[src/rtl/ftoi_pkg.sv]
package ftoi_pkg;

  typedef enum logic [1:0] {
    FC_ZERO = 2'd0,
    FC_NUM  = 2'd1,
    FC_INF  = 2'd2,
    FC_NAN  = 2'd3
  } fclass_t;

endpackage

[src/rtl/ftoi_align.sv]
// Moves the significand so that its binary point sits at the integer LSB.
// It also reports the bits dropped below the LSB and exponents that are out of range.
module ftoi_align #(
  parameter int SIG_W = 64,
  parameter int INT_W = 32,
  parameter int EXP_W = 12
) (
  input  logic [SIG_W-1:0] sig,
  input  logic [EXP_W-1:0] exp,
  output logic [INT_W-1:0] mag,
  output logic             lost,
  output logic             exp_big
);

  localparam int SH_W = $clog2(SIG_W) + 1;
  localparam logic [EXP_W-1:0] LIMIT_E = EXP_W'(INT_W);
  localparam logic [SH_W-1:0]  TOP_POS = SH_W'(SIG_W - 1);

  // Right-shift distance for an exponent known to lie in [0, INT_W-1].
  function automatic logic [SH_W-1:0] shift_amt(input logic [EXP_W-1:0] e);
    return TOP_POS - e[SH_W-1:0];
  endfunction

  // Ones in the sh low-order positions.
  function automatic logic [SIG_W-1:0] low_mask(input logic [SH_W-1:0] sh);
    return ~({SIG_W{1'b1}} << sh);
  endfunction

  logic             exp_neg;
  logic [SH_W-1:0]  sh;

  assign exp_neg = exp[EXP_W-1];
  assign exp_big = !exp_neg && (exp >= LIMIT_E);
  assign sh      = shift_amt(exp);

  always_comb begin
    if (exp_neg) begin
      mag  = '0;
      lost = |sig;
    end else if (exp_big) begin
      mag  = '0;
      lost = 1'b0;
    end else begin
      mag  = INT_W'(sig >> sh);
      lost = |(sig & low_mask(sh));
    end
  end

endmodule

[src/rtl/ftoi_range.sv]
// Applies the asymmetric magnitude limit and forms the signed result.
module ftoi_range #(
  parameter int INT_W = 32
) (
  input  logic [INT_W-1:0] mag,
  input  logic             sign,
  output logic             ovf,
  output logic [INT_W-1:0] value
);

  function automatic logic over_limit(input logic [INT_W-1:0] m, input logic s);
    logic [INT_W:0] lim;
    lim = ((INT_W+1)'(1) << (INT_W - 1)) + (INT_W+1)'(s);
    return {1'b0, m} >= lim;
  endfunction

  function automatic logic [INT_W-1:0] apply_sign(input logic [INT_W-1:0] m, input logic s);
    return s ? (~m + INT_W'(1)) : m;
  endfunction

  assign ovf   = over_limit(mag, sign);
  assign value = apply_sign(mag, sign);

endmodule

[src/rtl/ftoi_trunc.sv]
module ftoi_trunc
  import ftoi_pkg::*;
#(
  parameter int INT_W = 32,
  parameter int SIG_W = 64,
  parameter int EXP_W = 12
) (
  input  logic                    clk,
  input  logic                    rst_n,
  input  logic                    in_valid,
  input  logic [1:0]              in_class,
  input  logic                    in_sign,
  input  logic signed [EXP_W-1:0] in_exp,
  input  logic [SIG_W-1:0]        in_sig,
  output logic                    out_valid,
  output logic [INT_W-1:0]        out_int,
  output logic                    out_inexact,
  output logic                    out_invalid
);

  localparam logic [INT_W-1:0] SAT_POS = {1'b0, {(INT_W-1){1'b1}}};

  function automatic logic [INT_W-1:0] sat_value(input logic s);
    return SAT_POS + INT_W'(s);
  endfunction

  fclass_t          cls;
  logic [INT_W-1:0] mag_w;
  logic             lost_w;
  logic             exp_big_w;
  logic             ovf_w;
  logic [INT_W-1:0] signed_w;
  logic             is_num;
  logic             is_special;
  logic             invalid_d;
  logic             inexact_d;
  logic [INT_W-1:0] result_d;

  assign cls        = fclass_t'(in_class);
  assign is_num     = (cls == FC_NUM);
  assign is_special = (cls == FC_INF) || (cls == FC_NAN);

  ftoi_align #(
    .SIG_W(SIG_W),
    .INT_W(INT_W),
    .EXP_W(EXP_W)
  ) u_align (
    .sig    (in_sig),
    .exp    (in_exp),
    .mag    (mag_w),
    .lost   (lost_w),
    .exp_big(exp_big_w)
  );

  ftoi_range #(
    .INT_W(INT_W)
  ) u_range (
    .mag  (mag_w),
    .sign (in_sign),
    .ovf  (ovf_w),
    .value(signed_w)
  );

  assign invalid_d = is_special || (is_num && (exp_big_w || ovf_w));
  assign inexact_d = is_num && !invalid_d && lost_w;

  always_comb begin
    if (invalid_d)   result_d = sat_value(in_sign);
    else if (is_num) result_d = signed_w;
    else             result_d = '0;
  end

  always_ff @(posedge clk or negedge rst_n) begin
    if (!rst_n) begin
      out_valid   <= 1'b0;
      out_int     <= '0;
      out_inexact <= 1'b0;
      out_invalid <= 1'b0;
    end else begin
      out_valid <= in_valid;
      if (in_valid) begin
        out_int     <= result_d;
        out_inexact <= inexact_d;
        out_invalid <= invalid_d;
      end
    end
  end

endmodule

[config.mk]
export PLATFORM = sky130hd
export DESIGN_NAME = ftoi_trunc
export DESIGN_NICKNAME = d
export VERILOG_FILES = /design/src/rtl/ftoi_pkg.sv /design/src/rtl/ftoi_align.sv /design/src/rtl/ftoi_range.sv /design/src/rtl/ftoi_trunc.sv
export SDC_FILE = /design/constraint.sdc
export NUM_CORES = 1
export LEC_CHECK = 0
export BUFFER_PORTS_ARGS = -buffer_cell sky130_fd_sc_hd__buf_2
export CORE_ASPECT_RATIO = 1.2
export CORE_MARGIN = 2
export CORE_UTILIZATION = 47
export DETAILED_ROUTE_END_ITERATION = 8
export PLACE_DENSITY = 0.64
export SYNTH_ARGS = -nofsm -noshare
export SYNTH_HDL_FRONTEND = slang
export SYNTH_SLANG_ARGS = --single-unit
[constraint.sdc]
create_clock -name clk -period 1.1 [get_ports clk]
set_clock_uncertainty 0.2 [all_clocks]
set_input_delay 0.055 -clock clk [delete_from_list [all_inputs] [get_ports clk]]
set_output_delay 0.055 -clock clk [all_outputs]
set_load 0.05 [all_outputs]
==> flow_summary.ini <==
[sta]
finalHoldViolCount = 0
period_needed_ns = 3.70
fin_ws_ns = -2.60
max_freq_ghz = 0.271
finalSetupTns_ns = -82.86
post-route-period-util = 3.36
rsz0062_at_grt = true
worst_pin_slew_ns = 0.981
slew_headroom = 0.339
slew_viol_final = 0
setup_viol = 57

[critical_path]
crit_path_start = in_sig[55]
regToRegSetupSlack_ns = 0
required_ns = 1.13
reg2reg_depth = 2
worstReg2RegStart = out_int[31]$_DFFE_PN0P_
startpoint_type = input port
end_kind = flip-flop
setup.worst_path.end = out_int[9]$_DFFE_PN0P_
r2r-end = out_int[31]$_DFFE_PN0P_
path_class = in -> reg
crit_path_max_fanout = 8
critPathArrivalTime_ns = 3.72

[logic_synthesis]
synthesis.area_um2 = 7020
yosys_warnings = 0
synth_top_area_cell = mux4_2
yosysSeqAreaShare = 0.125
avgSynthCellArea_um2 = 7.97
ys_types = 81
async_flop_share = 1.00
syn_inst = 881
synth_edf_count = 0
synth_seq_cells = 35
synth_nets = 965
synth_top_area_frac = 0.173
synth_ff_type = dfrtp_1
synth_area_leaders = mux4_2 17%, dfrtp_1 12%, mux2i_1 6.7%

[route]
drtIter0Drc = 1626
first_pass_iters = 9
ant_nets = 0
drcViolationCount = 0
wirelength_mm = 39.2
via_count = 10500
avgRoutedWirePerCell_um = 25.3
via_per_inst = 6.80

[floorplanning]
start_util = 0.485
dieArea_um2 = 15900
die_x_um = 116
rows = 48
coreArea_um2 = 14500
pin_count = 117
die_y_um = 138

[pwr]
p_comb_frac = 0.644
total_power_mw = 8.70
ir_worst_vdd_v = 0.000824
seqPwrFrac = 0.176
p_sw_frac = 0.436
p_leak_nw = 5.20
intPower_mw = 4.91
p_clk_frac = 0.180
switchingPower_mw = 3.79
power.density_nw_per_um2 = 738

[global_routing]
antenna_found_initial = 1
gr-usage-all-layers = 0.425
grt_pass1_wl_mm = 52.0
grt_overflow_total = 0
grt_pass1_vias = 9738
grt_max_degree = 39

[cells_and_area]
final_cell_mix = 379 x buf_4, 104 x nand2_1, 89 x nor2_1, 78 x buf_2, 54 x mux4_2
layout.nets = 1430
drive_gt1_frac = 0.512
final_common_cell = buf_4
area.growth.synth_to_final_pct = 67.9

[clock_tree]
cts.sinks = 35
cts_tree = built
cts_made_buffers = 5
insertion_delay_ns = 0.29
htree_num_levels = 2
root_buffer = clkbuf_16
clk_path_buf_depth = 2
clkTransAtPathRegs_ns = 0.09

[placement]
io_buffers = 116
hpwl_mm = 25.7
place_congestion = 1.04
dp_slack_ns = -2.77

[flow_run]
cap_viol_max_count = 0

[run_status]
violations = setup timing
outcome = complete, but fails checks

[hold_path]
hp-class = in -> async
-- layout make-up --
cell class | instances | area, µm²
multi-input combinational | 763 | 6240
timing repair buffer | 525 | 4200
fill | 926 | 2690
sequential | 35 | 876
tap | 200 | 250
clock buffer | 6 | 139
inverter | 16 | 63.8
clock inverter | 1 | 5.00
antenna | 1 | 2.50
-- Yosys cell counts, drive strengths merged, types with 4 or more instances --
master / count
o22ai: 23
nand4: 21
clkbuf: 25
nor4: 17
nor2: 105
a211oi: 4
xor2: 8
or2: 5
a22oi: 11
o221ai: 6
mux4: 54
nand2b: 13
a221oi: 4
o2bb2ai: 5
mux2: 27
o21ai: 41
nor2b: 13
o22a: 32
and2: 5
o31ai: 9
dfrtp: 35
nand2: 106
mux2i: 48
o311ai: 4
nor3: 21
o211ai: 10
o32a: 4
a21oi: 48
a31oi: 20
buf: 45
xnor2: 17
nand3: 24
inv: 13
-- sequential cells by signal, indices dropped and copies added, names as in the netlist --
| signal | cells |
|---|---|
| out_invalid | 1 |
| out_inexact | 1 |
| out_int | 32 |
| out_valid | 1 |
-- metal layers --
layer  track usage  vias up  part of all wire
li1              -     4390                 -
met4         0.339        0              0.10
met1         0.489     4862              0.34
met2         0.709      942              0.45
met5             0        -                 0
met3        0.0511      322              0.12
-- worst min path at each step --
stage,startpoint,endpoint,slack (ns),cells past startpoint
6_report,rst_n,out_int[27]$_DFFE_PN0P_,0.04,3
5_1_grt,rst_n,out_int[27]$_DFFE_PN0P_,0.07,3
4_1_cts,in_class[1],out_invalid$_DFFE_PN0P_,-0.02,4
3_5_place_dp,rst_n,out_int[15]$_DFFE_PN0P_,-0.18,2
3_3_place_gp,rst_n,out_int[19]$_DFFE_PN0P_,-0.18,2
2_1_floorplan,rst_n,out_inexact$_DFFE_PN0P_,-0.44,0
-- cell families after synthesis --
logic type | share of synthesized area
xor+xnor | 0.0312
fa+ha+maj | 0.00642
flops | 0.125
buf+inv | 0.0590
mux | 0.287
simple gates | 0.230
compound gates | 0.262
-- per-stage QoR --
| step | instances | instance area, µm² | hold slack (ns) | util |
|---|---|---|---|---|
| after floorplan | 881 | 7130 | -0.441 | - |
| after global placement | 1476 | 10300 | -0.178 | 0.710 |
| after detailed placement | 1476 | 10300 | -0.176 | 0.710 |
| after CTS | 1520 | 11200 | -0.0168 | 0.776 |
| after global routing | 1546 | 11800 | 0.0690 | 0.814 |
| final | 1547 | 11800 | 0.0391 | 0.814 |
-- critical path, stage by stage --
cell and delay, ns:
buf_2 0.13, buf_4 0.17, mux4_2 0.50, mux2_4 0.36, nand2b_1 0.20, a31oi_4 0.21, nand4_2 0.16, nor3_4 0.35
nand4_4 0.19, o32ai_4 0.36, nand4_4 0.31, clkbuf_16 0.29, a21oi_2 0.24, o22a_1 0.17
-- power groups by stage --
stage	clock (mW)	sequential (mW)	combinational [mW]
finish	1.57	1.53	5.60
global route	1.62	1.54	5.81
detailed placement	0	1.51	4.54
global placement	0	1.50	4.49
floorplan	0	1.98	1.97
CTS	1.42	1.52	5.04
-- timing repair --
action	CTS	global route
hold buffers	2	0
setup endpoints to repair	69	55
pin swaps	22	34
resized for setup	116	77
setup buffers	29	22
cloned	6	4
hold endpoints to repair	38	0
Power figures use the tool's default switching activity.
